**src/rtl/pkt_ptr_pkg.sv**
```systemverilog
package pkt_ptr_pkg;
  localparam int PTR_AW  = 11;
  localparam int DWA_W   = PTR_AW - 2;
  localparam int DATA_W  = 32;
  localparam int BE_W    = DATA_W / 8;

  typedef struct packed {
    logic rx_area;
    logic auto_inc;
    logic rd_mode;
    logic early_tx;
  } ptr_ctl_t;

  // bytes covered by an access size code
  function automatic logic [2:0] step_bytes(input logic [1:0] sz);
    case (sz)
      2'd0:    return 3'd1;
      2'd1:    return 3'd2;
      default: return 3'd4;
    endcase
  endfunction

  // byte enables for a size placed at a lane offset
  function automatic logic [BE_W-1:0] lane_mask(input logic [1:0] sz, input logic [1:0] off);
    logic [BE_W-1:0] base;
    case (sz)
      2'd0:    base = 4'b0001;
      2'd1:    base = 4'b0011;
      default: base = 4'b1111;
    endcase
    return base << off;
  endfunction

  // pick bytes of a dword and zero-extend to the size
  function automatic logic [DATA_W-1:0] lane_extract(input logic [DATA_W-1:0] dw,
                                                     input logic [1:0] off,
                                                     input logic [1:0] sz);
    logic [DATA_W-1:0] sh;
    sh = dw >> {off, 3'b000};
    case (sz)
      2'd0:    return {24'h0, sh[7:0]};
      2'd1:    return {16'h0, sh[15:0]};
      default: return sh;
    endcase
  endfunction

  // true when an access leaves the current prefetched dword
  function automatic logic leaves_dword(input logic [1:0] off, input logic [1:0] sz,
                                        input logic ainc);
    return !ainc || ((3'(off) + step_bytes(sz)) >= 3'd4);
  endfunction
endpackage

```
**src/rtl/pkt_ptr_reg.sv**
```systemverilog
module pkt_ptr_reg
  import pkt_ptr_pkg::*;
#(
  parameter int PNW = 6
) (
  input  logic              clk,
  input  logic              rst_n,
  input  logic              wr_lo,
  input  logic              wr_hi,
  input  logic [7:0]        wdata,
  input  logic              acc_fire,
  input  logic [1:0]        acc_size,
  input  logic [PNW-1:0]    rx_head,
  input  logic [PNW-1:0]    tx_pnum,
  output ptr_ctl_t          ctl,
  output logic [PTR_AW-1:0] addr,
  output logic [DWA_W-1:0]  load_dw,
  output logic [PNW-1:0]    pkt,
  output logic              commit,
  output logic              misalign
);
  localparam int HI_AW = PTR_AW - 8;

  logic [7:0]        lo_q;
  logic [PTR_AW-1:0] raw_addr;
  logic [PTR_AW-1:0] new_addr;
  ptr_ctl_t          new_ctl;
  logic              unused_ro_bit;

  assign unused_ro_bit = wdata[3];
  assign commit   = wr_hi;
  assign new_ctl  = '{rx_area: wdata[7], auto_inc: wdata[6], rd_mode: wdata[5], early_tx: wdata[4]};
  assign raw_addr = {wdata[HI_AW-1:0], lo_q};
  assign new_addr = new_ctl.auto_inc ? raw_addr : {raw_addr[PTR_AW-1:2], 2'b00};
  assign load_dw  = new_addr[PTR_AW-1:2];

  always_ff @(posedge clk or negedge rst_n) begin
    if (!rst_n) begin
      lo_q     <= '0;
      ctl      <= '0;
      addr     <= '0;
      pkt      <= '0;
      misalign <= 1'b0;
    end else begin
      if (wr_lo && !wr_hi) lo_q <= wdata;
      if (commit) begin
        ctl      <= new_ctl;
        addr     <= new_addr;
        pkt      <= new_ctl.rx_area ? rx_head : tx_pnum;
        misalign <= !new_ctl.auto_inc && (raw_addr[1:0] != 2'b00);
      end else if (acc_fire && ctl.auto_inc) begin
        addr <= addr + PTR_AW'(step_bytes(acc_size));
      end
    end
  end
endmodule

```
**src/rtl/pkt_rd_prefetch.sv**
```systemverilog
module pkt_rd_prefetch
  import pkt_ptr_pkg::*;
#(
  parameter int DEPTH = 2,
  localparam int IW   = (DEPTH > 1) ? $clog2(DEPTH) : 1,
  localparam int CW   = $clog2(DEPTH + 1)
) (
  input  logic              clk,
  input  logic              rst_n,
  input  logic              flush,
  input  logic [DWA_W-1:0]  load_dw,
  input  logic              enable,
  input  logic              auto_inc,
  input  logic              pop,
  input  logic [DATA_W-1:0] mem_rdata,
  output logic [DATA_W-1:0] head,
  output logic              nonempty,
  output logic [CW-1:0]     count,
  output logic              mem_req,
  output logic [DWA_W-1:0]  mem_addr
);
  logic [DATA_W-1:0] buf_q [DEPTH];
  logic [IW-1:0]     rd_idx, wr_idx;
  logic [CW-1:0]     count_q;
  logic              inflight_q;
  logic [DWA_W-1:0]  faddr_q;
  logic [CW:0]       occ;
  logic              push;
  logic              pop_ok;

  function automatic logic [IW-1:0] next_idx(input logic [IW-1:0] i);
    return (i == IW'(DEPTH - 1)) ? '0 : i + 1'b1;
  endfunction

  assign occ      = (CW+1)'(count_q) + (CW+1)'(inflight_q);
  assign mem_req  = enable && !flush && (occ < (CW+1)'(DEPTH));
  assign mem_addr = faddr_q;
  assign push     = inflight_q && !flush;
  assign pop_ok   = pop && (count_q != '0) && !flush;
  assign nonempty = (count_q != '0);
  assign count    = count_q;
  assign head     = buf_q[rd_idx];

  always_ff @(posedge clk or negedge rst_n) begin
    if (!rst_n) begin
      rd_idx     <= '0;
      wr_idx     <= '0;
      count_q    <= '0;
      inflight_q <= 1'b0;
      faddr_q    <= '0;
    end else if (flush) begin
      rd_idx     <= '0;
      wr_idx     <= '0;
      count_q    <= '0;
      inflight_q <= 1'b0;
      faddr_q    <= load_dw;
    end else begin
      inflight_q <= mem_req;
      if (mem_req && auto_inc) faddr_q <= faddr_q + 1'b1;
      if (push)   wr_idx <= next_idx(wr_idx);
      if (pop_ok) rd_idx <= next_idx(rd_idx);
      count_q <= count_q + CW'(push) - CW'(pop_ok);
    end
  end

  always_ff @(posedge clk) begin
    if (push) buf_q[wr_idx] <= mem_rdata;
  end
endmodule

```
**src/rtl/pkt_wr_drain.sv**
```systemverilog
module pkt_wr_drain
  import pkt_ptr_pkg::*;
#(
  parameter int PNW   = 6,
  parameter int DEPTH = 4,
  localparam int IW   = (DEPTH > 1) ? $clog2(DEPTH) : 1,
  localparam int CW   = $clog2(DEPTH + 1)
) (
  input  logic              clk,
  input  logic              rst_n,
  input  logic              push,
  input  logic [PNW-1:0]    in_pkt,
  input  logic [DWA_W-1:0]  in_addr,
  input  logic [DATA_W-1:0] in_data,
  input  logic [BE_W-1:0]   in_be,
  output logic              full,
  output logic              nonempty,
  output logic              mem_req,
  output logic [PNW-1:0]    mem_pkt,
  output logic [DWA_W-1:0]  mem_addr,
  output logic [DATA_W-1:0] mem_data,
  output logic [BE_W-1:0]   mem_be
);
  logic [PNW-1:0]    pkt_q  [DEPTH];
  logic [DWA_W-1:0]  addr_q [DEPTH];
  logic [DATA_W-1:0] data_q [DEPTH];
  logic [BE_W-1:0]   be_q   [DEPTH];
  logic [IW-1:0]     rd_idx, wr_idx;
  logic [CW-1:0]     count_q;
  logic              push_ok;

  function automatic logic [IW-1:0] next_idx(input logic [IW-1:0] i);
    return (i == IW'(DEPTH - 1)) ? '0 : i + 1'b1;
  endfunction

  assign full     = (count_q == CW'(DEPTH));
  assign nonempty = (count_q != '0);
  assign push_ok  = push && !full;
  assign mem_req  = nonempty;
  assign mem_pkt  = pkt_q[rd_idx];
  assign mem_addr = addr_q[rd_idx];
  assign mem_data = data_q[rd_idx];
  assign mem_be   = be_q[rd_idx];

  always_ff @(posedge clk or negedge rst_n) begin
    if (!rst_n) begin
      rd_idx  <= '0;
      wr_idx  <= '0;
      count_q <= '0;
    end else begin
      if (push_ok)  wr_idx <= next_idx(wr_idx);
      if (nonempty) rd_idx <= next_idx(rd_idx);
      count_q <= count_q + CW'(push_ok) - CW'(nonempty);
    end
  end

  always_ff @(posedge clk) begin
    if (push_ok) begin
      pkt_q[wr_idx]  <= in_pkt;
      addr_q[wr_idx] <= in_addr;
      data_q[wr_idx] <= in_data;
      be_q[wr_idx]   <= in_be;
    end
  end
endmodule

```
**src/rtl/pkt_ptr_port.sv**
```systemverilog
module pkt_ptr_port
  import pkt_ptr_pkg::*;
#(
  parameter int PNW      = 6,
  parameter int RD_DEPTH = 2,
  parameter int WR_DEPTH = 4,
  localparam int RCW     = $clog2(RD_DEPTH + 1)
) (
  input  logic              clk,
  input  logic              rst_n,
  input  logic              ptr_wr_lo,
  input  logic              ptr_wr_hi,
  input  logic [7:0]        ptr_wdata,
  output logic [15:0]       ptr_rdata,
  input  logic              dat_rd,
  input  logic              dat_wr,
  input  logic [1:0]        dat_size,
  input  logic [DATA_W-1:0] dat_wdata,
  output logic [DATA_W-1:0] dat_rdata,
  output logic              host_rdy,
  input  logic [PNW-1:0]    tx_pkt_num,
  input  logic [PNW-1:0]    rx_done_pkt,
  output logic              early_tx_en,
  output logic              misalign_err,
  output logic              mem_rd_req,
  output logic [PNW-1:0]    mem_rd_pkt,
  output logic [DWA_W-1:0]  mem_rd_addr,
  input  logic [DATA_W-1:0] mem_rd_data,
  output logic              mem_wr_req,
  output logic [PNW-1:0]    mem_wr_pkt,
  output logic [DWA_W-1:0]  mem_wr_addr,
  output logic [DATA_W-1:0] mem_wr_data,
  output logic [BE_W-1:0]   mem_wr_be
);
  ptr_ctl_t          ctl;
  logic [PTR_AW-1:0] cur_addr;
  logic [DWA_W-1:0]  load_dw;
  logic [PNW-1:0]    cur_pkt;
  logic              ptr_commit;
  logic              acc_fire, rd_fire, wr_fire, pf_pop;
  logic [DATA_W-1:0] pf_head;
  logic              pf_nonempty;
  logic [RCW-1:0]    rd_count;
  logic              wq_full, wq_nonempty;

  assign rd_fire  = dat_rd && ctl.rd_mode && pf_nonempty && !ptr_commit;
  assign wr_fire  = dat_wr && !ctl.rd_mode && !wq_full && !ptr_commit;
  assign acc_fire = rd_fire || wr_fire;
  assign pf_pop   = rd_fire && leaves_dword(cur_addr[1:0], dat_size, ctl.auto_inc);

  pkt_ptr_reg #(.PNW(PNW)) u_reg (
    .clk(clk), .rst_n(rst_n), .wr_lo(ptr_wr_lo), .wr_hi(ptr_wr_hi), .wdata(ptr_wdata),
    .acc_fire(acc_fire), .acc_size(dat_size), .rx_head(rx_done_pkt), .tx_pnum(tx_pkt_num),
    .ctl(ctl), .addr(cur_addr), .load_dw(load_dw), .pkt(cur_pkt), .commit(ptr_commit),
    .misalign(misalign_err)
  );

  pkt_rd_prefetch #(.DEPTH(RD_DEPTH)) u_pf (
    .clk(clk), .rst_n(rst_n), .flush(ptr_commit), .load_dw(load_dw), .enable(ctl.rd_mode),
    .auto_inc(ctl.auto_inc), .pop(pf_pop), .mem_rdata(mem_rd_data), .head(pf_head),
    .nonempty(pf_nonempty), .count(rd_count), .mem_req(mem_rd_req), .mem_addr(mem_rd_addr)
  );

  pkt_wr_drain #(.PNW(PNW), .DEPTH(WR_DEPTH)) u_wq (
    .clk(clk), .rst_n(rst_n), .push(wr_fire), .in_pkt(cur_pkt),
    .in_addr(cur_addr[PTR_AW-1:2]), .in_data(dat_wdata << {cur_addr[1:0], 3'b000}),
    .in_be(lane_mask(dat_size, cur_addr[1:0])), .full(wq_full), .nonempty(wq_nonempty),
    .mem_req(mem_wr_req), .mem_pkt(mem_wr_pkt), .mem_addr(mem_wr_addr),
    .mem_data(mem_wr_data), .mem_be(mem_wr_be)
  );

  assign mem_rd_pkt  = cur_pkt;
  assign dat_rdata   = lane_extract(pf_head, cur_addr[1:0], dat_size);
  assign host_rdy    = ctl.rd_mode ? pf_nonempty : !wq_full;
  assign early_tx_en = ctl.early_tx;
  assign ptr_rdata   = {ctl.rx_area, ctl.auto_inc, ctl.rd_mode, ctl.early_tx, wq_nonempty, cur_addr};
endmodule

```
**config.mk**
```make
export PLATFORM = sky130hd
export DESIGN_NAME = pkt_ptr_port
export DESIGN_NICKNAME = d
export VERILOG_FILES = /design/src/rtl/pkt_ptr_pkg.sv /design/src/rtl/pkt_ptr_reg.sv /design/src/rtl/pkt_rd_prefetch.sv /design/src/rtl/pkt_wr_drain.sv /design/src/rtl/pkt_ptr_port.sv
export SDC_FILE = /design/constraint.sdc
export NUM_CORES = 1
export LEC_CHECK = 0
export BUFFER_PORTS_ARGS = -buffer_cell sky130_fd_sc_hd__buf_4
export CAP_MARGIN = 20
export CORE_UTILIZATION = 45
export DETAILED_ROUTE_END_ITERATION = 10
export PLACE_DENSITY = 0.73
export SLEW_MARGIN = 15
export SYNTH_ARGS = -nofsm -noshare
export SYNTH_HDL_FRONTEND = slang
export SYNTH_SLANG_ARGS = --single-unit
```
**constraint.sdc**
```tcl
create_clock -name clk -period 8.4 [get_ports clk]
set_clock_uncertainty 0.2 [all_clocks]
set_input_delay 0 -clock clk [delete_from_list [all_inputs] [get_ports clk]]
set_output_delay 0 -clock clk [all_outputs]
set_load 0.01 [all_outputs]
```
# Word level (Yosys, flattened, before mapping)
# Memories as Yosys holds them, arrays and structs flattened.
# Index checks and enable logic that the tools add are counted.
# W data, S select, Z words.
# op_classes
n_addsub	12
n_lt_le_gt_ge	2
eq_ne	4
shift	3
n_reduce_logical	32
mux	26
# ops
operator	count
$pmux W32 S2	1
$shl A32 B5 Y32	1
$shr A32 B5 Y32	1
$mux W11	2
$mux W9	2
$logic_and A1 B1 Y1	17
$mux W1	12
$reduce_bool A2 Y1	6
$add A11 B3 Y11	1
$add A9 B1 Y9 const B	1
$mux W2	4
$pmux W4 S2	1
$mux W3	2
$mux W6	1
$pmux W3 S2	1
$logic_not A1 Y1	5
$add A2 B1 Y2 const B	2
$eq A2 B2 Y1 const B	2
$shl A4 B2 Y4	1
$add A2 B1 Y3	1
$add A2 B3 Y3	1
$add A3 B1 Y3	1
$eq A3 B3 Y1 const B	1
$ge A3 B3 Y1 const B	1
other kinds (9)	11
# totals
reg_bits	51
wordCells	100
mem_count	5
mem_bits_rw	268
# mem_list
name	words	width	read_ports	rd_clocked_by_memory_dff	write_ports	line	text
u_wq.data_q	4	32	1	0	1	pkt_wr_drain.sv:26	logic [DATA_W-1:0] data_q [DEPTH];
u_pf.buf_q	2	32	1	0	1	pkt_rd_prefetch.sv:22	logic [DATA_W-1:0] buf_q [DEPTH];
u_wq.addr_q	4	9	1	0	1	pkt_wr_drain.sv:25	logic [DWA_W-1:0] addr_q [DEPTH];
u_wq.pkt_q	4	6	1	0	1	pkt_wr_drain.sv:24	logic [PNW-1:0] pkt_q [DEPTH];
u_wq.be_q	4	4	1	0	1	pkt_wr_drain.sv:27	logic [BE_W-1:0] be_q [DEPTH];

# Depth between registers and ports, before layout
# Gate-level depths: netlist of run 1.
# logic_depth
word_depth	11
depth_mapped	12

# Cells and area by module
# Synthesis of run 1 repeated with hierarchy kept, for this count alone.
# hier_totals
hier_cells	786
area_unflattened_um2	13875.8
# by_module_without_submodules
module	seq_area_each_um2	instances	cells_per_inst	area_each_um2
pkt_wr_drain	6301.0	1	308	7858.8
pkt_rd_prefetch	2272.2	1	186	3149.3
pkt_ptr_reg	750.7	1	144	1575.3
pkt_ptr_port	0.0	1	148	1292.5

# Worst setup path before layout of run 1
# No wires, ideal clock.
# synth_path
path_kind	register -> register
startpoint	reg u_reg.addr[1]
endpoint	reg u_pf.count_q[0], in the netlist u_pf.count[0]
t_arrival_ps	2736
slack_ps	5330
setup_ps	134
period_less_slack_ps	3070
stages_incl_launch_ff	11
path_cell_list	dfrtp_1 > buf_2 > clkinv_1 > clkbuf_1 > fa_1 > xor2_1 > a2111oi_2 > ha_1 > inv_1 > ha_1 > nor2b_1
# synth_via
elab_chain_cells	8
# synth_lines
item	line	text
from (decl)	pkt_ptr_reg.sv:16	output logic [PTR_AW-1:0] addr,
from (signal assigned)	pkt_ptr_reg.sv:48	addr <= new_addr;
from (signal assigned)	pkt_ptr_reg.sv:52	addr <= addr + PTR_AW'(step_bytes(acc_size));
$add A2 B3 Y3	pkt_ptr_pkg.sv:50	return !ainc || ((3'(off) + step_bytes(sz)) >= 3'd4);
$ge A3 B3 Y1	pkt_ptr_pkg.sv:50	
$logic_or A1 B1 Y1	pkt_ptr_pkg.sv:50	
$logic_and A1 B1 Y1	pkt_ptr_port.sv:49	assign pf_pop = rd_fire && leaves_dword(cur_addr[1:0], dat_size, ctl.auto_inc);
$logic_and A1 B1 Y1 (2 in a row)	pkt_rd_prefetch.sv:39	assign pop_ok = pop && (count_q != '0) && !flush;
$sub A2 B1 Y2	pkt_rd_prefetch.sv:62	count_q <= count_q + CW'(push) - CW'(pop_ok);
$mux W2	pkt_rd_prefetch.sv:51	end else if (flush) begin
to (signal assigned)	pkt_rd_prefetch.sv:62	
to (decl)	pkt_rd_prefetch.sv:24	logic [CW-1:0] count_q;
# No other way between the ends.
# A chain may end at the register's enable or synchronous reset.

# Worst setup path after layout of run 1
# layout_path
startpoint	in dat_size[1]
endpoint	reg u_pf.count_q[0], in the netlist u_pf.count[0]
# layout_via
elab_chain_cells	10
word_cells_on_any_way	11
cone_classes	add/sub (2); order compare (1); eq/ne (1); mux (2); reduce/logical (5)
# layout_lines
item	line	text
from (decl)	pkt_ptr_port.sv:17	input logic [1:0] dat_size,
$eq A2 B1 Y1 or $logic_not A2 Y1 (tied branches)	pkt_ptr_pkg.sv:16	case (sz)
$pmux W3 S2 *	pkt_ptr_pkg.sv:16	
$add A2 B3 Y3 *	pkt_ptr_pkg.sv:50	
$ge A3 B3 Y1 *	pkt_ptr_pkg.sv:50	
$logic_or A1 B1 Y1 *	pkt_ptr_pkg.sv:50	
$logic_and A1 B1 Y1 *	pkt_ptr_port.sv:49	
$logic_and A1 B1 Y1 * (2 in a row)	pkt_rd_prefetch.sv:39	
$sub A2 B1 Y2 *	pkt_rd_prefetch.sv:62	
$mux W2 *	pkt_rd_prefetch.sv:51	
# Mark *: on every way between the ends. The rest lies on a longest branch, timed or not.

==> flow_summary.yaml, run 1 <==
clock_network:
  cts.reportedPaths.clkPinSlew_ps: 60
  clock_sinks: 319
  cts_tree: "yes"
  post_cts_buffers: 0
  cts_inserted_buffers: 34
  clockBufferDepth: 3
  htreeDepth: 2
  clock_latency_ps: 510
  root_buffer: "clkbuf_16"
die:
  die_x_um: 175
  start_util: 0.457
  io_pins: 211
  die-area_um2: 30700
  placementRows: 63
  coreArea_um2: 29600
  die_y_um: 175
power:
  comb_power_share: 0.270
  power_density_nw_per_um2: 267
  p_int_mw: 3.38
  ir_drop_mv: 0.250
  switching_share: 0.279
  p_leak_nw: 6.43
  power_frac_clock: 0.308
  switchingPower_mw: 1.31
  seqPwrFrac: 0.422
finish:
  finalInstanceArea_um2: 17600
  layout.nets: 1215
  nFillCells: 2216
  multi_input_area_um2: 3910
  syn2layout_area_growth_pct: 30.1
  diodes: 0
  drive_gt1_frac: 0.335
  register_area_um2: 9330
  final_cells: 1523
synthesis:
  synth_adder_area_share: 0.0159
  ys_seq_area_frac: 0.690
  synth_xor_area_frac: 0.00648
  yosys_warnings: 0
  synthTopCellsByArea: "edfxtp_1, mux4_2, dfrtp_1, mux2i_1, mux2_2"
  ys_types: 51
  muxShareOfSynthArea: 0.157
  yosys.area.top_type_share: 0.596
  ys_ff_latch: 319
  ys_async_sr_fraction: 0.160
  synth_compound_area_frac: 0.0483
  synth_nets: 905
  synth.avg_cell_area_um2: 17.0
  synth_top_family_by_area: "multiplexers"
  ys.flop_type: "edfxtp_1"
  synthSimpleGateAreaFrac: 0.0605
  synth_top_cell_by_area: "edfxtp_1"
  synth_edf_count: 268
  syn-cell-area_um2: 13500
  syn-instance-count: 797
drt:
  dr.pass1.iters: 5
  avgRoutedWirePerCell_um: 20.4
  vias_per_cell: 5.41
  drtIter0Drc: 505
  vias: 8246
  wl_um: 31100
  ant_nets: 0
  drc: 0
timing:
  max_clock_freq_mhz: 302
  worst_pin_slew_ps: 1040
  timing.final.crit_period_ps: 3310
  finalHoldViolCount: 0
  finalSetupViolations: 0
  setup_tns_ps: 0
  slew_violations: 0
  fin_crit_sh: 0.394
  whs_ps: 17.7
  max-slew-margin-rel: 0.307
  rsz0062_at_grt: "false"
placement:
  dpl_cell_area_um2: 15500
  io_buffers: 210
  dp.cells: 1359
  dp_hpwl_um: 18600
  place.gp.congestion: 0.772
critical_path:
  cp_max_fo: 10
  arrival_ps: 3490
  critPathRequiredTime_ps: 8580
  crit_path_frequent_cell: "ha_1"
  crit_path_top_delay_cell: "nor2_1"
  worst_path_largest_cell_delay_ps: 670
  startpoint_type: "input port"
  cp_cell_sequence: "dlygate4sd3_1, buf_4, nor2_1, ha_1, inv_1, fa_1, xor2_1, a2111oi_2, ha_1, inv_1, ha_1, nor2b_1"
  worst_setup_path_end_kind: "flip-flop"
  setup.worst_path.class: "in -> reg"
global_route:
  grt_max_degree: 71
  antenna_found_initial: 0
  grt_pass1_wl_um: 47700
  grt_usage: 0.204
  overflow: 0
  grt_pass1_vias: 8506
flow_run:
  max_cap_viol_count: 0
worst_hold_path:
  holdCritPathClass: "in -> reg"
run_status:
  status: "completed"
==> cells by family (layout without fill, tap and decap cells) <==
group,Yosys count,in the layout
adders and majority gates,16,16
xor gates and xnor gates,10,10
buffers and inverters,68,404
DFF,319,319
AOI/OAI and AO/OA,98,98
and+or+nand+nor,162,162
muxes,124,124
==> cells in the final DEF, fill, tap and decap left out, types with 23 or more instances in the layout <==
cell type	Yosys	final
nor2b_1	32	31
mux4_2	67	67
clkbuf_16	0	35
buf_4	4	220
dlygate4sd3_1	0	101
mux2_2	23	23
dfrtp_1	51	47
nor2_1	49	48
a21oi_1	23	23
nand2_1	31	31
o21ai_0	25	25
mux2i_1	32	32
edfxtp_1	268	268
==> cell usage after synthesis, types with 11 or more instances <==
cell	count
ha_1	14
a211oi_1	11
o21ai_0	25
dfrtp_1	51
nor2_1	49
edfxtp_1	268
nand2_1	31
buf_2	14
clkbuf_1	26
and2_1	17
mux4_2	67
nor2b_1	32
a21oi_1	23
inv_1	19
mux2_2	23
mux2i_1	32
==> worst max-delay path: cells and delay by family <==
family                   cells  cell delay (ps)
XOR/XNOR                     1              180
buffers and inverters        4              830
adder cells (fa/ha/maj)      4             1240
AND/OR/NAND/NOR              2              790
AO/OA/AOI/OAI                1              450
==> cell type report <==
class | count | area share
clock buffers | 51 | 0.0561
clock inverters | 11 | 0.00577
inverters | 20 | 0.00427
multi-input cells | 410 | 0.222
flip-flops and latches | 319 | 0.531
well taps | 390 | 0.0278
repair buffers | 322 | 0.153
==> worst paths after layout <==
| check | start | end | slack, ps | cells past startpoint |
|---|---|---|---|---|
| setup reg to reg | u_reg.addr[0] | u_wq.data_q[2][19] | 5600 | 4 |
| min in group asynchronous | rst_n | u_reg.pkt[3] | 340 | 4 |
| max in group asynchronous | rst_n | u_reg.pkt[5] | 7390 | 4 |
| hold reg to reg | u_reg.misalign | u_reg.misalign | 300 | 2 |
| hold / removal | dat_wdata[28] | u_wq.data_q[0][28] | 20 | 4 |
| setup / recovery | dat_size[1] | u_pf.count[0] | 5090 | 12 |
==> flip-flops by register name, summed over array words and instances, names as in the netlist, 3 cells and up <==
name and flops:
u_wq.pkt_q 24, u_wq.addr_q 36, u_reg.ctl 4, u_wq.be_q 16, u_wq.data_q 128, u_pf.mem_addr 9, u_pf.buf_q 64, u_wq.count_q 3
u_reg.pkt 6, u_reg.addr 11, u_reg.lo_q 8
==> what timing repair did <==
action,4_1_cts,5_1_grt
hold buffers,102,0
resized for setup,0,0
hold endpoints to repair,287,0
==> per-layer routing <==
metal	GRT usage	up-vias	share of wire
li1	-	3735	-
met1	0.267	4179	0.43
met2	0.345	273	0.50
met3	0.0364	59	0.047
met4	0.0692	0	0.025
met5	0	-	0
==> power by group through the flow <==
stage	Sequential, mW	Combinational (mW)	Clock (mW)
6_report	1.98	1.26	1.44
5_1_grt	1.99	1.36	1.54
4_1_cts	1.98	1.28	1.47
3_5_place_dp	2.01	1.23	0
3_3_place_gp	2.00	1.22	0
2_1_floorplan	1.97	0.740	0
==> metrics by stage <==
step | setup slack (ps) | power (mW) | utilization
6_report | 5090 | 4.69 | 0.595
5_1_grt | 4850 | 4.90 | 0.595
4_1_cts | 5100 | 4.74 | 0.595
3_5_place_dp | 5110 | 3.24 | 0.523
3_3_place_gp | 5140 | 3.22 | 0.523
2_1_floorplan | 5330 | 2.71 | -
Power figures use the tool's default switching activity.
==> run 2: changes to the inputs <==
--- a/config.mk
+++ b/config.mk
@@ -5,11 +5,12 @@
 export SDC_FILE = /design/constraint.sdc
 export NUM_CORES = 1
 export LEC_CHECK = 0
+export ABC_AREA = 1
 export BUFFER_PORTS_ARGS = -buffer_cell sky130_fd_sc_hd__buf_4
 export CAP_MARGIN = 20
 export CORE_UTILIZATION = 45
 export DETAILED_ROUTE_END_ITERATION = 10
-export PLACE_DENSITY = 0.73
+export PLACE_DENSITY = 0.75
 export SLEW_MARGIN = 15
 export SYNTH_ARGS = -nofsm -noshare
 export SYNTH_HDL_FRONTEND = slang
==> constraint.sdc (replaced) <==
create_clock -name clk -period 2.7 [get_ports clk]
set_clock_uncertainty 0.2 [all_clocks]
set_input_delay 0 -clock clk [delete_from_list [all_inputs] [get_ports clk]]
set_output_delay 0 -clock clk [all_outputs]
set_load 0.01 [all_outputs]
==> run 2 against run 1 <==
Via count increased by 31%. Global-route usage grew 2.5 points. Wire length up 17%. Combinational power rose to 4.6 times the previous value. First-iteration DRC count up 110%. Largest power group unchanged. Highest routed layer unchanged.
==> flow_summary.yaml, run 2 <==
run_status:
  status: "completed"
critical_path:
  cp_max_fo: 17
  crit_path_frequent_cell: "buf_4"
  startpoint_type: "flip-flop"
  setup.worst_path.class: "reg -> reg"
  cp_cell_sequence: "buf_4, inv_2, buf_4, nand2_1, o21ai_0, dlygate4sd3_1, inv_1, o21ai_1"
  worst_setup_path_end_kind: "flip-flop"
  critPathRequiredTime_ps: 2830
  arrival_ps: 2700
  crit_path_top_delay_cell: "dlygate4sd3_1"
  worst_path_largest_cell_delay_ps: 570
clock_network:
  post_cts_buffers: 0
  root_buffer: "clkbuf_16"
  clock_sinks: 319
  clock_latency_ps: 510
  clockBufferDepth: 3
  htreeDepth: 2
  cts_tree: "yes"
  cts_inserted_buffers: 34
  cts.reportedPaths.clkPinSlew_ps: 60
timing:
  slew_violations: 0
  finalSetupViolations: 0
  finalHoldViolCount: 0
  setup_tns_ps: 0
  max-slew-margin-rel: 0.541
  worst_pin_slew_ps: 689
  timing.final.crit_period_ps: 2570
  max_clock_freq_mhz: 389
  rsz0062_at_grt: "false"
  fin_crit_sh: 0.951
synthesis:
  yosys_warnings: 0
  synth_common_cells: "edfxtp_1, nand2_1, nor2_1"
  synth_top_cell_by_area: "edfxtp_1"
  syn-cell-area_um2: 13900
  syn-instance-count: 1245
  yosys.area.top_type_share: 0.578
  ys_types: 42
  ys.flop_type: "edfxtp_1"
  synth.avg_cell_area_um2: 11.2
  yosysMostFrequentCell: "edfxtp_1"
  ys_seq_area_frac: 0.670
  ys_async_sr_fraction: 0.160
  synth_edf_count: 268
  synthTopCellsByArea: "edfxtp_1, dfrtp_1, o21ai_0, nand2_1, nor2_1"
  synth_nets: 1353
  ys_ff_latch: 319
die:
  die-area_um2: 31700
  die_x_um: 178
  die_y_um: 178
  start_util: 0.456
  coreArea_um2: 30500
  placementRows: 64
  io_pins: 211
drt:
  vias: 10766
  avgRoutedWirePerCell_um: 18.3
  dr.pass1.iters: 5
  drtIter0Drc: 1059
  ant_nets: 0
  drc: 0
  wl_um: 36300
  vias_per_cell: 5.42
finish:
  syn2layout_area_growth_pct: 30.1
  multi_input_area_um2: 3870
  most-common-layout-cells: "edfxtp_1, buf_4, nand2_1, nor2_1, o21ai_0"
  drive_gt1_frac: 0.201
  reg_top3: "u_wq.data_q: 128 flops, u_pf.buf_q: 64 flops, u_wq.addr_q: 36 flops"
  largest_reg_flops: 128
  largest-register: "u_wq.data_q"
  finalInstanceArea_um2: 18100
  postLayoutCoreUtil: 0.594
  final_common_cell: "edfxtp_1"
  nFillCells: 2416
  layout.nets: 1674
  register_area_um2: 9330
  diodes: 0
worst_hold_path:
  holdCritPathClass: "in -> reg"
global_route:
  grt_usage: 0.229
  grt_max_degree: 85
  antenna_found_initial: 0
  grt_pass1_vias: 10448
  overflow: 0
  grt_pass1_wl_um: 55600
power:
  power_density_nw_per_um2: 908
  p_leak_nw: 7.24
  ir_drop_mv: 0.646
placement:
  dpl_cell_area_um2: 15800
  dp_hpwl_um: 22000
  io_buffers: 210
  place.gp.congestion: 0.817
flow_run:
  max_cap_viol_count: 0
run 2: changes by cell type after synthesis, sizes merged, moves of 11 or more:
| cell | before | now |
|---|---|---|
| nand2 | 31 | 216 |
| o21ai | 27 | 191 |
| nor2 | 49 | 187 |
| inv | 19 | 87 |
| mux4 | 67 | 0 |
| o22ai | 0 | 54 |
| mux2i | 32 | 0 |
| nand3 | 9 | 41 |
| nor2b | 32 | 0 |
| mux2 | 25 | 3 |
| buf | 22 | 40 |
| and2 | 17 | 3 |
| a211oi | 11 | 0 |
run 2: area by class of cell:
class	instances	area share
timing repair buffer	350	0.167
inverter	87	0.0189
multi-input combinational	774	0.214
tap	396	0.0273
clock inverter	18	0.00870
clock buffer	42	0.0498
sequential	319	0.515
run 2: through the flow:
stage               instances  hold slack [ps]  total power, mW  setup WS [ps]
finish                   1986             26.5             16.4            131
global route             1986             13.8             17.3           11.2
CTS                      1986             5.23             16.5           52.4
detailed placement       1808             -100             11.9            344
global placement         1808             -109             11.8            375
floorplan                1245             -496             9.53          -60.6
run 2: cell families after synthesis:
kind of cell,Yosys count,synth area share
DFF,319,0.670
adders and majority gates,16,0.0155
xor gates and xnor gates,4,0.00252
muxes,3,0.00243
and+or+nand+nor,461,0.138
AOI/OAI and AO/OA,290,0.117
buffers and inverters,152,0.0549
run 2: path summary, 6_finish.rpt:
check,start,end,slack [ps],depth (start not counted)
max in group asynchronous,rst_n,u_wq.rd_idx[0],1690,4
worst max-delay path,u_reg.addr[0],u_wq.data_q[2][26],130,8
worst max register to register,u_reg.addr[0],u_wq.data_q[2][26],130,8
worst min-delay path,mem_rd_data[19],u_pf.buf_q[1][19],30,2
worst min register to register,u_reg.lo_q[6],u_reg.lo_q[6],290,2
min in group asynchronous,rst_n,u_pf.mem_addr[6],340,4
run 2: repair_timing:
action	CTS	global route
hold buffers	118	0
resized for setup	1	3
hold endpoints to repair	287	0
endpoints found under the setup margin	1	15
run 2: routing by layer:
metal / global-route usage / wire [µm]
met1: 0.300 / 14800
met2: 0.389 / 17800
met3: 0.0407 / 2950
met4: 0.0648 / 714
met5: 0 / 0
run 2: power by group:
part / total, mW / switching, mW / leakage [nW] / internal (mW)
Sequential: 6.28 / 0.255 / 3.06 / 6.02
Clock: 4.42 / 1.84 / 0.519 / 2.58
Combinational: 5.75 / 3.50 / 3.66 / 2.25
Total: 16.4 / 5.60 / 7.24 / 10.8
run 2: critical path: cells and delay by family (launching register included):
family,cells,cell delay [ps]
AOI/OAI and AO/OA,2,310
buffers and inverters,5,1390
DFF,1,380
and+or+nand+nor,1,80
